===== src/rtl/corr_bp_pkg.sv =====
package corr_bp_pkg;

  // Strobes from control to datapath
  typedef struct packed {
    logic inc;    // raise addressed counter
    logic dec;    // lower addressed counter
    logic shift;  // shift outcome into history
  } bpStrobe_t;

endpackage


===== src/rtl/corr_bp_ctrl.sv =====
module corr_bp_ctrl
  import corr_bp_pkg::*;
#(
  parameter int CTR_W = 2
) (
  input  logic             updValid,
  input  logic             updTaken,
  input  logic [CTR_W-1:0] updCtr,
  output bpStrobe_t        strb
);

  localparam logic [CTR_W-1:0] CTR_MAX = {CTR_W{1'b1}};
  localparam logic [CTR_W-1:0] CTR_MIN = '0;

  logic atTop;
  logic atBottom;

  always_comb begin
    atTop      = (updCtr == CTR_MAX);
    atBottom   = (updCtr == CTR_MIN);
    strb.inc   = updValid && updTaken && !atTop;
    strb.dec   = updValid && !updTaken && !atBottom;
    strb.shift = updValid;
  end

endmodule


===== src/rtl/corr_bp_datapath.sv =====
module corr_bp_datapath
  import corr_bp_pkg::*;
#(
  parameter int HIST_W = 2,
  parameter int CTR_W  = 2,
  parameter int IDX_W  = 4
) (
  input  logic              clk,
  input  logic              rstN,
  input  bpStrobe_t         strb,
  input  logic              updValid,
  input  logic              updTaken,
  input  logic [IDX_W-1:0]  lkIdx,
  input  logic [IDX_W-1:0]  updIdx,
  input  logic [HIST_W-1:0] updHist,
  output logic              lkTaken,
  output logic [HIST_W-1:0] lkHist,
  output logic [CTR_W-1:0]  updCtr
);

  localparam int TBL_W = HIST_W + IDX_W;
  localparam int DEPTH = 1 << TBL_W;
  localparam logic [CTR_W-1:0] CTR_MAX  = {CTR_W{1'b1}};
  localparam logic [CTR_W-1:0] WEAK_NT  = CTR_MAX >> 1;
  localparam logic [CTR_W-1:0] CTR_ONE  = {{(CTR_W-1){1'b0}}, 1'b1};

  logic [CTR_W-1:0]  tableQ [DEPTH];
  logic [HIST_W-1:0] histQ;
  logic [HIST_W-1:0] histNext;
  logic [TBL_W-1:0]  lkFull;
  logic [TBL_W-1:0]  updFull;
  logic [CTR_W-1:0]  lkCtr;

  // Table address: history above address bits
  always_comb begin
    lkFull  = {histQ, lkIdx};
    updFull = {updHist, updIdx};
    lkCtr   = tableQ[lkFull];
    updCtr  = tableQ[updFull];
    lkTaken = lkCtr[CTR_W-1];
    lkHist  = histQ;
  end

  generate
    if (HIST_W > 1) begin : g_histWide
      always_comb histNext = {histQ[HIST_W-2:0], updTaken};
    end else begin : g_histOne
      always_comb histNext = updTaken;
    end
  endgenerate

  always_ff @(posedge clk) begin
    if (!rstN) begin
      for (int i = 0; i < DEPTH; i++) tableQ[i] <= WEAK_NT;
      histQ <= '0;
    end else begin
      if (strb.inc)      tableQ[updFull] <= updCtr + CTR_ONE;
      else if (strb.dec) tableQ[updFull] <= updCtr - CTR_ONE;
      if (strb.shift)    histQ <= histNext;
    end
  end

  AST_CTR_RAISE: assert property (@(posedge clk) disable iff (!rstN)
    strb.inc |=> tableQ[$past(updFull)] == CTR_W'($past(updCtr) + CTR_ONE));
  AST_CTR_TOP_HOLD: assert property (@(posedge clk) disable iff (!rstN)
    (updValid && updTaken && updCtr == CTR_MAX) |=> tableQ[$past(updFull)] == CTR_MAX);
  AST_CTR_BOTTOM_HOLD: assert property (@(posedge clk) disable iff (!rstN)
    (updValid && !updTaken && updCtr == '0) |=> tableQ[$past(updFull)] == '0);
  AST_HIST_ENTRY: assert property (@(posedge clk) disable iff (!rstN)
    updValid |=> histQ[0] == $past(updTaken));
  AST_HIST_IDLE: assert property (@(posedge clk) disable iff (!rstN)
    !updValid |=> $stable(histQ));

endmodule


===== src/rtl/corr_predictor.sv =====
module corr_predictor
  import corr_bp_pkg::*;
#(
  parameter int PC_W   = 32,
  parameter int HIST_W = 2,
  parameter int CTR_W  = 2,
  parameter int IDX_W  = 4
) (
  input  logic              clk,
  input  logic              rstN,
  input  logic [PC_W-1:0]   lkPc,
  output logic              lkTaken,
  output logic [HIST_W-1:0] lkHist,
  input  logic              updValid,
  input  logic [PC_W-1:0]   updPc,
  input  logic              updTaken,
  input  logic [HIST_W-1:0] updHist
);

  localparam int IDX_LSB = 2;
  localparam int IDX_MSB = IDX_LSB + IDX_W - 1;

  bpStrobe_t        strb;
  logic [CTR_W-1:0] updCtr;
  logic [IDX_W-1:0] lkIdx;
  logic [IDX_W-1:0] updIdx;

  assign lkIdx  = lkPc[IDX_MSB:IDX_LSB];
  assign updIdx = updPc[IDX_MSB:IDX_LSB];

  corr_bp_ctrl #(.CTR_W(CTR_W)) u_ctrl (
    .updValid (updValid),
    .updTaken (updTaken),
    .updCtr   (updCtr),
    .strb     (strb)
  );

  corr_bp_datapath #(.HIST_W(HIST_W), .CTR_W(CTR_W), .IDX_W(IDX_W)) u_dp (
    .clk      (clk),
    .rstN     (rstN),
    .strb     (strb),
    .updValid (updValid),
    .updTaken (updTaken),
    .lkIdx    (lkIdx),
    .updIdx   (updIdx),
    .updHist  (updHist),
    .lkTaken  (lkTaken),
    .lkHist   (lkHist),
    .updCtr   (updCtr)
  );

endmodule


===== config.mk =====
export PLATFORM = sky130hd
export DESIGN_NAME = corr_predictor
export DESIGN_NICKNAME = d
export VERILOG_FILES = /design/src/rtl/corr_bp_pkg.sv /design/src/rtl/corr_bp_ctrl.sv /design/src/rtl/corr_bp_datapath.sv /design/src/rtl/corr_predictor.sv
export SDC_FILE = /design/constraint.sdc
export NUM_CORES = 1
export LEC_CHECK = 0
export BUFFER_PORTS_ARGS = -buffer_cell sky130_fd_sc_hd__buf_2
export CAP_MARGIN = 20
export CORE_MARGIN = 2
export CORE_UTILIZATION = 40
export CTS_CLUSTER_DIAMETER = 30
export DETAILED_ROUTE_END_ITERATION = 10
export RECOVER_POWER = 25
export SYNTH_ARGS = -nofsm -noshare
export SYNTH_HDL_FRONTEND = slang
export SYNTH_SLANG_ARGS = --single-unit

===== constraint.sdc =====
create_clock -name clk -period 5.3 [get_ports clk]
set_input_delay 0.265 -clock clk [delete_from_list [all_inputs] [get_ports clk]]
set_output_delay 0.265 -clock clk [all_outputs]
set_load 0.01 [all_outputs]

==> qor.yml, run 1 <==
outcome:
  outcome: "finished with violations"
  violations: "capacitance limit, slew limit"
logic_synthesis:
  ys_ff_latch: 130
  syn_inst: 646
  syn_area_um2: 7740
  yosysWarnings: 0
  synthFlopType: "edfxtp_1"
  synth_cell_types: 62
  synth_top_area_share_pct: 49.6
  async_flop_share_pct: 0
  syn_avg_cell_area_um2: 12.0
  yosysSeqAreaShare_pct: 50.2
  synth_fp_nets: 716
  yosys.area.top_type: "edfxtp_1"
  synth_edf_count: 128
  netlist_top_cells_area: "edfxtp_1 (50%), mux4_2 (9.0%), a21oi_2 (6.8%)"
global_route:
  antenna_found_initial: 0
  grt_max_degree: 68
  grt_pass1_vias: 5490
  grt.busiest_layer: "met2"
  grt_use_met3_pct: 6.07
  use_met2_pct: 33.7
  grtUsageMet1_pct: 29.2
  grt_usage_pct: 21.5
  grt_pass1_wl_um: 32700
  gr-total-overflow: 0
clock_tree:
  cts_root_buf: "clkbuf_16"
  cts_hold_buf: 0
  cts_buffers: 17
  clk_pin_slew_worst_paths_ns: 0.05
  postCtsSetupRepairBufs: 0
  htreeDepth: 4
  cts_sinks: 130
  cts_buffer_depth: 2
  cts-resized-gates: 0
  clk_latency_ns: 0.42
  cts_tree: "done"
floorplanning:
  initial_core_util_pct: 41.1
  dieHeight_um: 143
  boundaryPins: 73
  die_area_um2: 20500
  rows: 50
  die_w_um: 143
  core_um2: 18800
cells_and_area:
  finalNetCount: 702
  diodes: 0
  n_fill_cell: 1688
  finalInstanceArea_um2: 8370
  syn2layout_area_growth_pct: 8.13
  drive_above_1_share_pct: 26.4
routing:
  wl_per_cell_um: 23.2
  routed_wl_um: 20900
  vias: 5570
  first_iter_violations: 713
  ant_nets: 0
  vias_per_cell: 6.17
  drt_drc_violations_left: 0
  first_pass_iters: 6
worst_setup_path:
  worstPathArrival_ns: 4.22
  critPathKind: "input pin to register"
  worst_setup_path_start_kind: "input pin"
  crit_path_top_delay_cell: "buf_2"
  max_stage_delay_ns: 0.71
  cp_max_fo: 40
  end_kind: "register"
  crit_path_cell_trace: "buf_2, buf_4, mux4_1, mux2_2, a22o_1, a211oi_1, a31oi_1, a2bb2oi_4, clkbuf_2, o21ai_0"
  path_buf_inv: 3
  critical-path-top-delay-family: "buffers and inverters"
  cp.required_ns: 5.27
sta:
  final-setup-viol-count: 0
  rsz0062_at_grt: "false"
  fmaxAchievable_mhz: 235
  finalHoldViolCount: 0
  finalCriticalPeriod_ns: 4.25
  fin_crit_sh_pct: 80.2
  slew_violations: 85
  clock_skew_ns: 0.00821
  tightest_slew_ns: 3.02
  totalNegativeSetupSlack_ns: 0
  slew_headroom_pct: -102
power_and_ir_drop:
  power_frac_seq_pct: 45.5
  p_int_mw: 1.93
  power.switching_mw: 0.635
  swShare_pct: 24.8
  p_leak_nw: 2.43
  max-vdd-ir-drop_mv: 0.172
  clkPwrFrac_pct: 42.6
  cellPowerDensity_nw_per_um2: 306
  power_frac_comb_pct: 11.9
placed_design:
  gp_congestion: 0.784
  io_buffers: 16
  place_hpwl_um: 13100
  placed_area_um2: 7860
job:
  maxCapViolCount: 2
min_path:
  holdCritPathClass: "input pin to register"
## metal layers
| metal | share of wire [%] | wire (um) |
|---|---|---|
| met2 | 48 | 10000 |
| met5 | 0 | 0 |
| met3 | 9.2 | 1920 |
| met1 | 42 | 8720 |
| met4 | 1.5 | 307 |
## worst reg2reg max path, delay by kind of cell, from the launching register on
family	cells	cell delay, ns
AO/OA/AOI/OAI	5	1.63
buffers and inverters	1	0.64
flip-flops	1	0.36
multiplexers	2	0.79
## layout by cell type, fill, tap and decap left out, types with 4 or more instances in the layout
cell type,netlist,layout
and3b_1,6,6
o21ai_0,52,66
inv_1,6,6
clkinv_1,0,5
mux2i_1,12,12
a21oi_1,10,15
nor2b_1,4,4
nor3b_2,3,7
buf_4,3,25
mux4_2,31,31
nand2_1,78,78
a22o_1,6,6
buf_2,19,13
a221o_1,4,4
nand3b_1,5,5
o22ai_1,6,6
edfxtp_1,128,128
nand3_1,66,66
clkbuf_1,29,7
clkbuf_16,0,17
and3_1,6,6
a21oi_2,60,55
## registers in the layout, indices dropped and copies added, names as in the netlist
| name | flops |
|---|---|
| u_dp.tableQ | 128 |
| u_dp.lkHist | 2 |
## power by group through the flow
stage / Combinational (mW) / Clock (mW) / Sequential [mW]
final: 0.305 / 1.09 / 1.17
after global routing: 0.324 / 1.14 / 1.17
after CTS: 0.303 / 1.09 / 1.16
after detailed placement: 0.302 / 0 / 1.19
after global placement: 0.295 / 0 / 1.18
after floorplan: 0.228 / 0 / 1.18
## area by class of cell
class | count | area, um^2 | area share (%)
Clock buffer | 20 | 437 | 5.22
Clock inverter | 10 | 93.8 | 1.12
Tap cell | 260 | 325 | 3.89
Multi-Input combinational cell | 430 | 3300 | 39.4
Sequential cell | 130 | 3880 | 46.4
Inverter | 8 | 30.0 | 0.359
Timing Repair Buffer | 45 | 304 | 3.63
## cells by family after synthesis
family | synth area share [%]
compound gates | 16.5
buf+inv | 7.45
flops | 50.2
mux | 12.7
simple gates | 13.2
## per-stage QoR
stage                     hold WS, ns  power, mW  utilization [%]  setup WS, ns  std cells
final                           0.182       2.56             44.5          1.05        903
after global routing            0.205       2.63             44.5         0.737        903
after CTS                       0.170       2.56             44.5          1.49        901
after detailed placement        0.563       1.49             41.7          1.06        871
after global placement          0.543       1.48             41.7          1.08        871
after floorplan                 0.434       1.41                -          2.33        646
## final timing paths
path	cells after the start	slack (ns)	to	from
setup / recovery	10	1.05	u_dp.tableQ[5][1]	updPc[3]
hold / removal	3	0.18	u_dp.lkHist[0]	updTaken
hold reg to reg	2	0.57	u_dp.lkHist[1]	u_dp.lkHist[1]
setup reg to reg	8	1.42	u_dp.tableQ[5][1]	u_dp.tableQ[54][0]
## Yosys cell counts (4+ instances only)
| cell | instances |
|---|---|
| o21ai_1 | 16 |
| o22ai_1 | 6 |
| clkbuf_1 | 29 |
| nand3b_1 | 5 |
| nand3_1 | 66 |
| a21oi_2 | 60 |
| a22o_1 | 6 |
| o21ai_0 | 52 |
| a21oi_1 | 10 |
| buf_12 | 7 |
| nor3b_1 | 7 |
| and3b_1 | 6 |
| buf_6 | 13 |
| nand2_1 | 78 |
| and3_1 | 6 |
| nor2b_1 | 4 |
| clkbuf_2 | 6 |
| inv_1 | 6 |
| mux4_2 | 31 |
| buf_2 | 19 |
| a221o_1 | 4 |
| mux2i_1 | 12 |
| edfxtp_1 | 128 |
(Power assumes the default switching activity.)
==> inputs of run 2 (changes only) <==
- ABC_AREA: unset -> 1
- clock period: 5.3 -> 3.76 ns (I/O delays scaled with it)
==> run 2 against run 1 <==
The run now ends clean. Final cell count grew 34%. Count of clock-buffer cells in the layout down 3. Hold slack got worse by 0.090 ns. Clock power grew 84%. Register-to-register slack worse by 0.63 ns. Wire length rose by 5.6%. Setup slack lost 0.39 ns. Area after synthesis decreased by 1.8%. Largest cell class unchanged.
==> qor.yml, run 2 <==
logic_synthesis:
  synth_top_area_share_pct: 50.5  # +0.90 points
  synth_cell_types: 27  # -56%
  syn_avg_cell_area_um2: 7.76  # -35%
  yosysSeqAreaShare_pct: 51.1  # +0.91 points
  async_flop_share_pct: 0  # unchanged
  ys_ff_latch: 130  # unchanged
  syn_area_um2: 7600  # -1.8%
  yosys.area.top_type: "edfxtp_1"
  synth_edf_count: 128  # unchanged
  synth_most_common_cell: "nand2_1"
  synth_fp_nets: 1050  # +47%
  synthFlopType: "edfxtp_1"
  yosysWarnings: 0  # unchanged
  synth_common_cells: "nand2_1 (384), edfxtp_1 (128), nor2_1 (112)"
  syn_inst: 980  # +52%
  netlist_top_cells_area: "edfxtp_1 (51%), nand2_1 (19%), nor2_1 (5.5%)"
cells_and_area:
  regMostFlops: "u_dp.tableQ"
  multi_input_area_um2: 3210  # -2.5%
  final_cell_mix: "nand2_1 (383), edfxtp_1 (128), nor2_1 (112)"
  largest_reg_flops: 128  # unchanged
  syn2layout_area_growth_pct: 13.3
  final-seq-area_um2: 3880  # unchanged
  final_common_cell: "nand2_1"
  n_fill_cell: 1819  # +7.8%
  diodes: 0  # unchanged
  finalNetCount: 1031  # +47%
  instances_no_fill: 1208  # +34%
  drive_above_1_share_pct: 9.55  # -17 points
global_route:
  antenna_found_initial: 0  # unchanged
  grt_pass1_vias: 6361  # +16%
  grt_max_degree: 76  # +12%
  grtUsageMet1_pct: 29.4  # +0.23 points
  use_met2_pct: 38.7  # +5.0 points
  grt_use_met3_pct: 4.29  # -1.8 points
  grt_usage_pct: 23.1  # +1.5 points
  grt.busiest_layer: "met2"
  grt_pass1_wl_um: 35100  # +7.4%
  gr-total-overflow: 0  # unchanged
routing:
  drt_drc_violations_left: 0  # unchanged
  first_iter_violations: 736  # +3.2%
  ant_nets: 0  # unchanged
  first_pass_iters: 5  # -1
  wl_per_cell_um: 18.3  # -21%
  routed_wl_um: 22100  # +5.6%
  vias: 6755  # +21%
  vias_per_cell: 5.59  # -9.3%
worst_setup_path:
  reg2reg_depth: 13  # +5
  crit_start: "updPc[3]"
  cp.required_ns: 3.89  # -1.38 ns
  worst_setup_path_start_kind: "input pin"
  critPathKind: "input pin to register"
  end_kind: "register"
  cp_max_fo: 56  # +40%
  worstPathArrival_ns: 3.23  # -0.99 ns
  ff2ff_setup_slack_ns: 0.79  # -0.63 ns
  r2r-start: "u_dp.tableQ[28][1]"
  r2r-end: "u_dp.tableQ[42][1]"
floorplanning:
  dieHeight_um: 142  # -0.87%
  rows: 50  # unchanged
  die_area_um2: 20100  # -1.7%
  initial_core_util_pct: 40.7  # -0.46 points
  boundaryPins: 73  # unchanged
  core_um2: 18700  # -0.66%
  die_w_um: 142  # -0.87%
placed_design:
  io_buffers: 16  # unchanged
  gp_congestion: 0.807  # +2.9%
  place_hpwl_um: 13000  # -0.54%
  dpl.cell_count: 1176  # +35%
sta:
  tightest_slew_ns: 0.818  # -2.21 ns
  finalCriticalPeriod_ns: 3.10
  slew_headroom_pct: 45.5  # +150 points
  rsz0062_at_grt: "false"
  finalHoldViolCount: 0  # unchanged
  slew_violations: 0  # -100%
  holdWs_ns: 0.0917  # -0.0900 ns
  final-setup-viol-count: 0  # unchanged
  totalNegativeSetupSlack_ns: 0  # unchanged
  fin_crit_sh_pct: 82.5
  fmaxAchievable_mhz: 323
  clock_skew_ns: 0.00750  # -0.000716 ns
clock_tree:
  postCtsSetupRepairBufs: 0  # unchanged
  clk_latency_ns: 0.43  # about the same
  cts_tree: "done"
  cts-resized-gates: 0  # unchanged
  cts_root_buf: "clkbuf_16"
  htreeDepth: 4  # unchanged
  clk_pin_slew_worst_paths_ns: 0.06  # about the same
  cts_sinks: 130  # unchanged
  cts_buffers: 17  # unchanged
  cts_buffer_depth: 2  # unchanged
  cts_hold_buf: 0  # unchanged
power_and_ir_drop:
  max-vdd-ir-drop_mv: 0.296  # +72%
  cellPowerDensity_nw_per_um2: 485  # +59%
  p_leak_nw: 3.48  # +43%
min_path:
  hold_start: "updValid"
  min_to: "u_dp.lkHist[1]"
  hold-path-cell-count: 3  # unchanged
  holdCritPathClass: "input pin to register"
job:
  maxCapViolCount: 0  # -2
outcome:
  outcome: "complete, no violations"
==> run 2: cell count changes after synthesis, sizes merged, moves of 9 or more <==
cell,change
nor3b,-10
nor2,+109
buf,-9
nand2,+306
nand3,+12
mux4,-34
clkbuf,+16
o21ai,-23
nand4,+63
inv,+27
mux2i,-12
a21oi,-60
==> run 2: logic make-up (layout without fill, tap and decap cells) <==
kind of cell           count (synthesis)  after routing  share of synthesized area (%)
buffers and inverters                120            114                           6.76
AOI/OAI and AO/OA                     76             76                           5.58
DFF                                  130            130                           51.1
and+or+nand+nor                      654            654                           36.6
==> run 2: worst max-delay path, cell delays in order <==
cell and delay (ns):
buf_2 0.18, inv_2 0.47, nor2_1 0.28, o211ai_1 0.16
nand2_1 0.06, o21ai_0 0.16, nand2_1 0.10, nor2_1 0.15
nand2_1 0.09, nand2_1 0.11, nand2_1 0.05, nand2_1 0.57
buf_12 0.33, nand3_1 0.15, nand2_1 0.15
==> run 2: per-layer routing <==
layer	wire length (um)	up-vias
met2	10600	254
met5	0	-
met1	9320	3178
met3	1450	55
met4	796	0
li1	-	3268
==> run 2: worst max-delay path by stage <==
stage	cells after the start	end
after floorplan	9	u_dp.tableQ[0][0]
after global placement	14	u_dp.tableQ[24][0]
after detailed placement	14	u_dp.tableQ[30][0]
after CTS	14	u_dp.tableQ[42][1]
after global routing	15	u_dp.tableQ[42][1]
final	15	u_dp.tableQ[42][1]
==> run 2: power breakdown <==
part | internal [mW] | switching (mW) | total, mW
clock network | 1.37 | 0.639 | 2.01
registers | 1.62 | 0.0162 | 1.64
logic | 0.133 | 0.402 | 0.535
total | 3.13 | 1.06 | 4.18
==> run 2: layout make-up <==
cell class / count / share of cell area (%)
Clock buffer: 17 / 4.94
Clock inverter: 15 / 3.31
Inverter: 35 / 1.52
Multi-Input combinational cell: 730 / 37.3
Sequential cell: 130 / 45.1
Tap cell: 234 / 3.40
Timing Repair Buffer: 47 / 4.47
==> run 2: stage by stage <==
step	cell area (um^2)	utilization (%)	power [mW]	setup WS, ns
global route	8620	46.1	4.30	0.373
finish	8620	46.1	4.18	0.660
CTS	8630	46.1	4.19	1.02
global placement	7920	42.3	2.19	0.656
detailed placement	7920	42.3	2.19	0.617
floorplan	7600	-	2.02	1.66
==> inputs of run 3 (changes only) <==
- clock period: 3.76 -> 2.9 ns (I/O delays scaled with it)
==> run 3 against run 2 <==
Flip-flop and latch count did not move. Clock power about the same. Sequential power is 29% higher. Critical path depth is 3 lower. Count of clock-buffer cells in the layout increased by 2. Hold slack worse by 0.060 ns. First-iteration DRC count decreased by 24%. Global-route usage shrank 0.21 points. Largest power group is now registers.
==> qor.yml, run 3 (synthesized netlist as in run 2, its figures left out) <==
sta:
  clock_skew_ns: 0.00684  # -0.000659 ns
  fmaxAchievable_mhz: 407
  timing.final.ws_setup_ns: 0.442  # -0.217 ns
  slew_headroom_pct: 47.7  # +2.3 points
  tightest_slew_ns: 0.784  # -0.0340 ns
  fin_crit_sh_pct: 84.7
  totalNegativeSetupSlack_ns: 0  # unchanged
  slew_violations: 0  # unchanged
  finalHoldViolCount: 0  # unchanged
  final-setup-viol-count: 0  # unchanged
  finalCriticalPeriod_ns: 2.46
  rsz0062_at_grt: "false"
clock_tree:
  cts_sinks: 130  # unchanged
  cts_root_buf: "clkbuf_16"
  htreeDepth: 4  # unchanged
  clk_latency_ns: 0.42  # about the same
  cts_hold_buf: 0  # unchanged
  cts-resized-gates: 0  # unchanged
  cts_buffer_depth: 2  # unchanged
  clk_pin_slew_worst_paths_ns: 0.06  # about the same
  cts_buffers: 17  # unchanged
  postCtsSetupRepairBufs: 0  # unchanged
  cts_tree: "done"
worst_setup_path:
  end_kind: "register"
  crit_start: "u_dp.tableQ[28][1]"
  worstSetupEndpoint: "u_dp.tableQ[22][1]"
  worstPathArrival_ns: 2.59  # -0.64 ns
  ff2ff_setup_slack_ns: 0.44  # -0.35 ns
  r2r-start: "u_dp.tableQ[28][1]"
  cp.required_ns: 3.04  # -0.85 ns
  cp_max_fo: 45  # -20%
  reg2reg_depth: 12  # -1
  critPathKind: "register to register"
  worst_setup_path_start_kind: "register"
  r2r-end: "u_dp.tableQ[22][1]"
placed_design:
  dpl.cell_count: 1194  # +1.5%
  place_worst_setup_slack_ns: 0.337  # -0.279 ns
  place_hpwl_um: 14000  # +7.1%
  placed_area_um2: 8100  # +2.3%
  gp_congestion: 0.858  # +6.4%
  io_buffers: 16  # unchanged
routing:
  wl_per_cell_um: 17.8  # -2.9%
  vias_per_cell: 5.50  # -1.7%
  first_pass_iters: 5  # unchanged
  drt_drc_violations_left: 0  # unchanged
  vias: 6739  # -0.24%
  ant_nets: 0  # unchanged
  routed_wl_um: 21800  # -1.4%
  first_iter_violations: 558  # -24%
floorplanning:
  rows: 50  # unchanged
  boundaryPins: 73  # unchanged
  die_area_um2: 20100  # unchanged
  initial_core_util_pct: 40.7  # unchanged
  dieHeight_um: 142  # unchanged
  die_w_um: 142  # unchanged
  core_um2: 18700  # unchanged
global_route:
  grt_pass1_wl_um: 34700  # -0.94%
  grt_usage_pct: 22.9  # -0.21 points
  grt_pass1_vias: 6247  # -1.8%
  grt_max_degree: 65  # -14%
  gr-total-overflow: 0  # unchanged
  antenna_found_initial: 0  # unchanged
power_and_ir_drop:
  max-vdd-ir-drop_mv: 0.380  # +28%
  p_leak_nw: 3.51  # +0.94%
  cellPowerDensity_nw_per_um2: 564  # +16%
job:
  maxCapViolCount: 0  # unchanged
outcome:
  outcome: "complete, no violations"
cells_and_area:
  finalInstanceArea_um2: 8650  # +0.38%
  instances_no_fill: 1226  # +1.5%
  final_common_cell: "nand2_1"
  final_core_util_pct: 46.2  # +0.17 points
  syn2layout_area_growth_pct: 13.8
  largest_reg_flops: 128  # unchanged
  diodes: 0  # unchanged
  final_cell_mix: "nand2_1 (382), edfxtp_1 (128), nor2_1 (112)"
  drive_above_1_share_pct: 10.8  # +1.2 points
  regMostFlops: "u_dp.tableQ"
  n_fill_cell: 1873  # +3.0%
  finalNetCount: 1049  # +1.7%
min_path:
  holdCritPathClass: "input pin to register"
-- run 3: cell types whose count changed in the layout (fill, tap and decap cells not counted) --
cell and change:
bufinv_16 -6, buf_12 +4, buf_2 -1, nand2_4 +1
clkinv_2 +3, inv_6 -1, buf_4 +14, clkbuf_1 +3
nand2_1 -1, clkinv_1 +2
-- run 3: power breakdown --
group          total [mW]  switching (mW)  internal, mW
Combinational       0.728           0.526         0.202
Sequential           2.12          0.0219          2.10
Clock                2.03           0.785          1.24
-- run 3: layout make-up --
type / count / area (um^2) / area share, %
clock buffers: 19 / 433 / 5.00
clock inverters: 13 / 119 / 1.37
inverters: 35 / 131 / 1.52
multi-input cells: 730 / 3220 / 37.2
flip-flops and latches: 130 / 3880 / 44.9
well taps: 234 / 293 / 3.38
repair buffers: 65 / 569 / 6.58
-- run 3: worst min path at each step --
stage | end | cells after the start | startpoint | slack (ns)
CTS | u_dp.lkHist[0] | 3 | updTaken | 0.007
floorplan | u_dp.lkHist[0] | 2 | updValid | 0.32
global route | u_dp.lkHist[0] | 3 | updTaken | 0.04
detailed placement | u_dp.lkHist[0] | 3 | updTaken | 0.46
global placement | u_dp.lkHist[1] | 3 | updValid | 0.46
finish | u_dp.lkHist[0] | 3 | updTaken | 0.03
-- run 3: critical path, cell delays in order (launching register included) --
cell and delay (ns):
edfxtp_1 0.40, or2_2 0.28, nand3_1 0.07, nand2_1 0.05, o21ai_0 0.18, nand2_1 0.09
nor2_1 0.13, nand2_1 0.08, o21ai_0 0.30, nand2_4 0.14, buf_12 0.20, nand3_1 0.13
nand2_1 0.10
-- run 3: stage by stage --
stage	hold slack [ns]	power [mW]
after floorplan	0.318	2.61
after global placement	0.461	2.88
after detailed placement	0.459	2.89
after CTS	0.00744	4.90
after global routing	0.0419	5.07
final	0.0319	4.88
-- run 3: layer usage --
metal  share of wire, %  GRT usage, %
met1                 43          30.8
met2                 47          36.9
met3                7.4          5.30
met4                2.0          6.84
met5                  0             0
